[config.mk]
export PLATFORM = sky130hd
export DESIGN_NAME = prefetch_inject_queue
export DESIGN_NICKNAME = d
export VERILOG_FILES = /design/src/rtl/pfq_pkg.sv /design/src/rtl/pfq_irq_arb.sv /design/src/rtl/pfq_ret_calc.sv /design/src/rtl/prefetch_inject_queue.sv
export SDC_FILE = /design/constraint.sdc
export NUM_CORES = 1
export LEC_CHECK = 0
export BUFFER_PORTS_ARGS = -buffer_cell sky130_fd_sc_hd__clkbuf_2
export CORE_MARGIN = 2
export CORE_UTILIZATION = 56
export CTS_CLUSTER_DIAMETER = 30
export DETAILED_ROUTE_END_ITERATION = 8
export PLACE_DENSITY_LB_ADDON = 0.25
export SETUP_SLACK_MARGIN = 0.1
export SKIP_LAST_GASP = 1
export SYNTH_ARGS = -nofsm -noshare
export SYNTH_HDL_FRONTEND = slang
export SYNTH_SLANG_ARGS = --single-unit
[constraint.sdc]
create_clock -name clk -period 2 [get_ports clk]
set_input_delay 0.4 -clock clk [delete_from_list [all_inputs] [get_ports clk]]
set_output_delay 0.4 -clock clk [all_outputs]
set_load 0.005 [all_outputs]
[src/rtl/pfq_pkg.sv]
package pfq_pkg;

    typedef enum logic [1:0] {
        TAG_NONE  = 2'd0,
        TAG_ABORT = 2'd1,
        TAG_IRQ   = 2'd2,
        TAG_FIQ   = 2'd3
    } pfq_tag_e;

    // interrupt-class tags get the return-address adjustment
    function automatic logic tag_is_irq_class(logic [1:0] t);
        return t[1];
    endfunction

endpackage

[src/rtl/pfq_irq_arb.sv]
module pfq_irq_arb
    import pfq_pkg::*;
(
    input  logic       redirect,
    input  logic       refilling,
    input  logic       fiq_req,
    input  logic       fiq_mask,
    input  logic       irq_req,
    input  logic       irq_mask,
    output logic       inject,
    output logic [1:0] inject_tag
);
    logic fiq_ok;
    logic irq_ok;

    always_comb begin
        fiq_ok     = fiq_req && !fiq_mask;
        irq_ok     = irq_req && !irq_mask;
        // redirect and refill both hold injection off
        inject     = !redirect && !refilling && (fiq_ok || irq_ok);
        inject_tag = fiq_ok ? TAG_FIQ : TAG_IRQ;
    end
endmodule

[src/rtl/pfq_ret_calc.sv]
module pfq_ret_calc
    import pfq_pkg::*;
#(
    parameter int AW   = 32,
    parameter int STEP = 4
) (
    input  logic [AW-1:0] pc,
    input  logic [1:0]    tag,
    output logic [AW-1:0] ret_pc
);
    always_comb begin
        if (tag_is_irq_class(tag)) ret_pc = pc;
        else                       ret_pc = pc + AW'(STEP);
    end
endmodule

[src/rtl/prefetch_inject_queue.sv]
module prefetch_inject_queue
    import pfq_pkg::*;
#(
    parameter int          AW       = 32,
    parameter int          DW       = 32,
    parameter logic [31:0] RESET_PC = 32'h0000_0100,
    parameter logic [31:0] SWI_OP   = 32'hEF00_0000
) (
    input  logic          clk,
    input  logic          rst_n,
    output logic [AW-1:0] fetch_addr,
    input  logic [DW-1:0] fetch_data,
    input  logic          fetch_err,
    input  logic          redirect_valid,
    input  logic [AW-1:0] redirect_addr,
    input  logic          fiq_req,
    input  logic          irq_req,
    input  logic          fiq_mask,
    input  logic          irq_mask,
    output logic          issue_valid,
    output logic [DW-1:0] issue_opcode,
    output logic [1:0]    issue_tag,
    output logic [AW-1:0] issue_pc,
    output logic [AW-1:0] issue_ret_pc
);
    localparam int SLOTS  = 2;
    localparam int STEP   = DW / 8;
    localparam int FILL_W = $clog2(SLOTS + 1);

    typedef struct packed {
        logic [SLOTS-1:0][DW-1:0] op;
        logic [SLOTS-1:0][1:0]    tag;
        logic [SLOTS-1:0][AW-1:0] pc;
        logic                     act;
        logic [FILL_W-1:0]        fill;
        logic [AW-1:0]            fpc;
        logic                     out_valid;
        logic [DW-1:0]            out_op;
        logic [1:0]               out_tag;
        logic [AW-1:0]            out_pc;
    } state_t;

    state_t st_q, st_d;
    logic       inject;
    logic [1:0] inject_tag;
    logic       adv_idx;
    logic       inj_idx;

    pfq_irq_arb u_arb (
        .redirect   (redirect_valid),
        .refilling  (st_q.fill != '0),
        .fiq_req    (fiq_req),
        .fiq_mask   (fiq_mask),
        .irq_req    (irq_req),
        .irq_mask   (irq_mask),
        .inject     (inject),
        .inject_tag (inject_tag)
    );

    pfq_ret_calc #(.AW(AW), .STEP(STEP)) u_ret (
        .pc     (st_q.out_pc),
        .tag    (st_q.out_tag),
        .ret_pc (issue_ret_pc)
    );

    always_comb begin
        st_d          = st_q;
        adv_idx       = st_q.act;
        inj_idx       = ~st_q.act;
        st_d.out_valid = 1'b0;
        if (redirect_valid) begin
            // no advance: restart fetching and begin a refill
            st_d.fpc  = redirect_addr;
            st_d.fill = FILL_W'(SLOTS);
        end else begin
            st_d.out_op        = st_q.op[adv_idx];
            st_d.out_tag       = st_q.tag[adv_idx];
            st_d.out_pc        = st_q.pc[adv_idx];
            st_d.out_valid     = (st_q.fill == '0);
            st_d.op[adv_idx]   = fetch_data;
            st_d.tag[adv_idx]  = fetch_err ? TAG_ABORT : TAG_NONE;
            st_d.pc[adv_idx]   = st_q.fpc;
            if (inject) begin
                // displaced word keeps its address for the return
                st_d.op[inj_idx]  = SWI_OP[DW-1:0];
                st_d.tag[inj_idx] = inject_tag;
            end
            st_d.act = ~st_q.act;
            st_d.fpc = st_q.fpc + AW'(STEP);
            if (st_q.fill != '0) st_d.fill = st_q.fill - FILL_W'(1);
        end
    end

    always_ff @(posedge clk or negedge rst_n) begin
        if (!rst_n) begin
            st_q      <= '0;
            st_q.fill <= FILL_W'(SLOTS);
            st_q.fpc  <= RESET_PC[AW-1:0];
        end else begin
            st_q <= st_d;
        end
    end

    assign fetch_addr   = st_q.fpc;
    assign issue_valid  = st_q.out_valid;
    assign issue_opcode = st_q.out_op;
    assign issue_tag    = st_q.out_tag;
    assign issue_pc     = st_q.out_pc;
endmodule

==> results.yml <==
outcome:
  status: "finished, violations left"
  failing_checks: "setup timing"
global_route:
  grt_use_met3_pct: 5.43
  first_pass_grt_wire_length_um: 44700
  pin_count_of_the_biggest_net_entering_global_routing: 88
  met1_usage_pct: 34.6
  first_global_vias: 8706
  grt.total_usage_pct: 25.5
  gr-max-usage-layer: "met2"
  grt_use_met2_pct: 41.4
  grt-ovfl-total: 0
  antenna_found_initial: 0
routing:
  antenna_violating_nets_post_route: 0
  detailroute.via_count: 8796
  detail_route.vias_per_cell: 5.46
  post_detailed_route_drc_marker_count: 0
  wire_per_inst_um: 17.0
  wire_length_after_detailed_routing_um: 27400
  drt_pre_antenna_iters: 6
  drt-initial-drc-count: 573
clocking:
  cts_inserted_buffers: 45
  cts_tree: "done"
  clk_latency_ns: 0.53
  cts.htree.levels: 2
  clockBufferDepth: 3
  clkTransAtPathRegs_ns: 0.05
  clock_sinks: 234
  cts_root_buffer: "sky130_fd_sc_hd__clkbuf_16"
hold_path:
  min-delay-path-class: "input pin to register"
  hold-path-cell-count: 3
  hold-path-endpoint: "fetch_addr[4]"
  min_from: "redirect_addr[4]"
power:
  cellLeakagePower_nw: 6.81
  peak_supply_drop_mv: 0.954
  power-per-cell-area_nw_per_um2: 1580
logic_synthesis:
  synth.cell_area_um2: 11500
  yosysWarningCount: 0
  async_reset_ff_share_pct: 100
  synth_seq_cells: 234
  synth_cell_types: 47
  synth_area_per_cell_um2: 9.83
  dominantRegCellSynth: "sky130_fd_sc_hd__dfrtp_1"
  syn-num-nets: 1240
  seq_area_frac_synth_pct: 51.2
  synth_edf_count: 0
  synthCells: 1165
floorplan:
  start_util_pct: 56.8
  boundaryPins: 203
  num_rows: 52
  die_h_um: 147
  coreArea_um2: 20200
  chipWidth_um: 147
  floorplan.die_area_um2: 21600
sta:
  clock.fmax_mhz: 409
  timing.final.max_slew_violations: 0
  finalClockSkew_ns: 0.0182
  worst_slack_ns: -0.444
  period_minus_slack_ns: 2.44
  unrepaired_setup_endpoints_after_global_routing: "yes"
  setup_viol: 27
  period_share_pct: 122
  tightestPinTransition_ns: 0.800
  fin_setup_tns_ns: -9.49
  final-hold-violation-count: 0
  max_slew_margin_pct: 46.6
layout:
  num_antenna_cells: 0
  final_area_um2: 14000
  synthToLayoutAreaGrowth_pct: 22.4
  drive_above_1_share_pct: 30.8
  finish.cell_count_without_fillers: 1612
  nets: 1383
worst_setup_path:
  critical_path.reg2reg.endpoint: "fetch_addr[22]"
  worst_ep_arrival_time_ns: 2.04
  critical_path_required_ns: 1.60
  worstSetupEndpointType: "output port"
  worst-r2r-cell-count: 5
  r2r_setup_slack_ns: 0.11
  worst_r2r_startpoint: "fetch_addr[2]"
  launching_element_type_of_the_critical_path: "register"
  crit_fanout: 10
  critPathKind: "register to output port"
placement:
  dp_hpwl_um: 17200
  postPlaceCellArea_um2: 12300
  gp_congestion: 0.818
  buffers_added_on_ports: 202
  placed_cells: 1525
job:
  count_of_maximum_capacitance_violations: 0
cell type report:
| type | count | area [um^2] |
|---|---|---|
| repair buffers | 268 | 1630 |
| clock inverters | 26 | 337 |
| well taps | 270 | 338 |
| inverters | 5 | 18.8 |
| fillers | 1569 | 6150 |
| clock buffers | 55 | 1220 |
| multi-input cells | 754 | 4610 |
| flip-flops and latches | 234 | 5870 |
critical path: stages, from the launching register on:
cell	delay, ns
sky130_fd_sc_hd__dfrtp_1	0.36
sky130_fd_sc_hd__ha_2	0.22
sky130_fd_sc_hd__nand3b_1	0.17
sky130_fd_sc_hd__nor3_4	0.20
sky130_fd_sc_hd__buf_12	0.17
sky130_fd_sc_hd__nand4_1	0.11
sky130_fd_sc_hd__xnor2_1	0.15
sky130_fd_sc_hd__clkbuf_2	0.13
where the power goes:
part | switching, W | internal, W
registers | 0.00127 | 0.00676
clock network | 0.00248 | 0.00514
logic | 0.00329 | 0.00318
total | 0.00704 | 0.0151
cell usage after synthesis, types with 2 or more instances:
| cell type | n | area [um^2] |
|---|---|---|
| sky130_fd_sc_hd__nand2_1 | 263 | 987 |
| sky130_fd_sc_hd__dfrtp_1 | 232 | 5810 |
| sky130_fd_sc_hd__o21ai_0 | 114 | 571 |
| sky130_fd_sc_hd__buf_4 | 101 | 758 |
| sky130_fd_sc_hd__mux2i_1 | 66 | 661 |
| sky130_fd_sc_hd__clkbuf_1 | 52 | 195 |
| sky130_fd_sc_hd__mux2_2 | 37 | 417 |
| sky130_fd_sc_hd__xnor2_1 | 32 | 280 |
| sky130_fd_sc_hd__nor2_1 | 31 | 116 |
| sky130_fd_sc_hd__a21o_1 | 27 | 203 |
| sky130_fd_sc_hd__nor3b_1 | 25 | 188 |
| sky130_fd_sc_hd__nand3_1 | 23 | 115 |
| sky130_fd_sc_hd__nand4_1 | 20 | 125 |
| sky130_fd_sc_hd__nor3_1 | 17 | 85.1 |
| sky130_fd_sc_hd__buf_2 | 15 | 75.1 |
| sky130_fd_sc_hd__or4_1 | 11 | 82.6 |
| sky130_fd_sc_hd__xor2_1 | 11 | 96.3 |
| sky130_fd_sc_hd__a31oi_1 | 10 | 62.6 |
| sky130_fd_sc_hd__o31ai_1 | 9 | 67.6 |
| sky130_fd_sc_hd__and4_1 | 8 | 70.1 |
| sky130_fd_sc_hd__and3_1 | 7 | 43.8 |
| sky130_fd_sc_hd__and2_1 | 5 | 31.3 |
| sky130_fd_sc_hd__nor2b_1 | 5 | 31.3 |
| sky130_fd_sc_hd__inv_1 | 4 | 15.0 |
| sky130_fd_sc_hd__buf_1 | 3 | 11.3 |
| sky130_fd_sc_hd__ha_1 | 3 | 37.5 |
| sky130_fd_sc_hd__nor4_1 | 3 | 18.8 |
| sky130_fd_sc_hd__o211ai_1 | 3 | 22.5 |
| sky130_fd_sc_hd__a22oi_1 | 2 | 15.0 |
| sky130_fd_sc_hd__and3_2 | 2 | 15.0 |
| sky130_fd_sc_hd__buf_6 | 2 | 22.5 |
| sky130_fd_sc_hd__dfstp_2 | 2 | 52.6 |
| sky130_fd_sc_hd__nand2b_1 | 2 | 12.5 |
| sky130_fd_sc_hd__nand4b_1 | 2 | 17.5 |
| sky130_fd_sc_hd__nor3_2 | 2 | 20.0 |
| sky130_fd_sc_hd__o31a_1 | 2 | 17.5 |
| sky130_fd_sc_hd__or4b_1 | 2 | 20.0 |
timing repair:
action | CTS | global route
pin swaps | 4 | 5
endpoints found under the setup margin | 63 | 67
hold buffers | 1 | 0
hold endpoints to repair | 39 | 0
resized for setup | 10 | 17
cloned | 0 | 1
setup buffers | 1 | 3
cells by family (layout without fill, tap and decap cells):
kind of cell	Yosys count	after routing	synth area share (%)
DFF	234	234	51.2
and+or+nand+nor	432	433	17.6
xor gates and xnor gates	43	43	3.29
AOI/OAI and AO/OA	172	172	8.73
muxes	103	103	9.41
buffers and inverters	178	354	9.44
adders and majority gates	3	3	0.328
placed cells by master, fill, tap and decap left out, types with 4 or more instances in the layout:
master                      Yosys  layout
sky130_fd_sc_hd__a21o_1        27      27
sky130_fd_sc_hd__a31oi_1       10      10
sky130_fd_sc_hd__and2_1         5       5
sky130_fd_sc_hd__and3_1         7       5
sky130_fd_sc_hd__and4_1         8       6
sky130_fd_sc_hd__buf_12         0       8
sky130_fd_sc_hd__buf_4        101      57
sky130_fd_sc_hd__bufinv_16      0       6
sky130_fd_sc_hd__clkbuf_1      52       4
sky130_fd_sc_hd__clkbuf_16      0      45
sky130_fd_sc_hd__clkbuf_2       0     199
sky130_fd_sc_hd__clkbuf_8       0       6
sky130_fd_sc_hd__clkinv_2       0       7
sky130_fd_sc_hd__clkinv_4       0       7
sky130_fd_sc_hd__dfrtp_1      232     227
sky130_fd_sc_hd__dfrtp_2        0       4
sky130_fd_sc_hd__inv_1          4       4
sky130_fd_sc_hd__mux2_2        37      37
sky130_fd_sc_hd__mux2i_1       66      66
sky130_fd_sc_hd__nand2_1      263     261
sky130_fd_sc_hd__nand3_1       23      21
sky130_fd_sc_hd__nand4_1       20      20
sky130_fd_sc_hd__nor2_1        31      26
sky130_fd_sc_hd__nor2b_1        5       4
sky130_fd_sc_hd__nor3_1        17      17
sky130_fd_sc_hd__nor3b_1       25      25
sky130_fd_sc_hd__o21ai_0      114     114
sky130_fd_sc_hd__o31ai_1        9       9
sky130_fd_sc_hd__or4_1         11      11
sky130_fd_sc_hd__xnor2_1       32      30
sky130_fd_sc_hd__xor2_1        11      11
per-stage QoR:
step | hold WS (ns) | util [%] | power, W | setup slack, ns
after floorplan | 0.104 | - | 0.0126 | 0.128
after global placement | 0.323 | 61.2 | 0.0142 | -0.123
after detailed placement | 0.320 | 61.2 | 0.0144 | -0.189
after CTS | 0.0657 | 69.1 | 0.0222 | -0.452
after global routing | 0.0724 | 69.5 | 0.0235 | -0.560
final | 0.0852 | 69.5 | 0.0221 | -0.444
routing by layer:
layer | up-vias | part of all wire, %
met2 | 284 | 48
met1 | 4291 | 44
met4 | 0 | 2.4
li1 | 4169 | -
met3 | 52 | 6.1
met5 | - | 0
worst max-delay path by stage:
stage,start,endpoint,slack [ns],cells past startpoint
after global placement,st_q[100],register,-0.12,6
after floorplan,issue_pc[2],issue_ret_pc[20],0.13,5
after global routing,issue_pc[2],issue_ret_pc[20],-0.56,7
after CTS,issue_pc[3],issue_ret_pc[19],-0.45,7
final,issue_pc[2],issue_ret_pc[26],-0.44,7
after detailed placement,st_q[100],register,-0.19,6
Power figures use the tool's default switching activity.
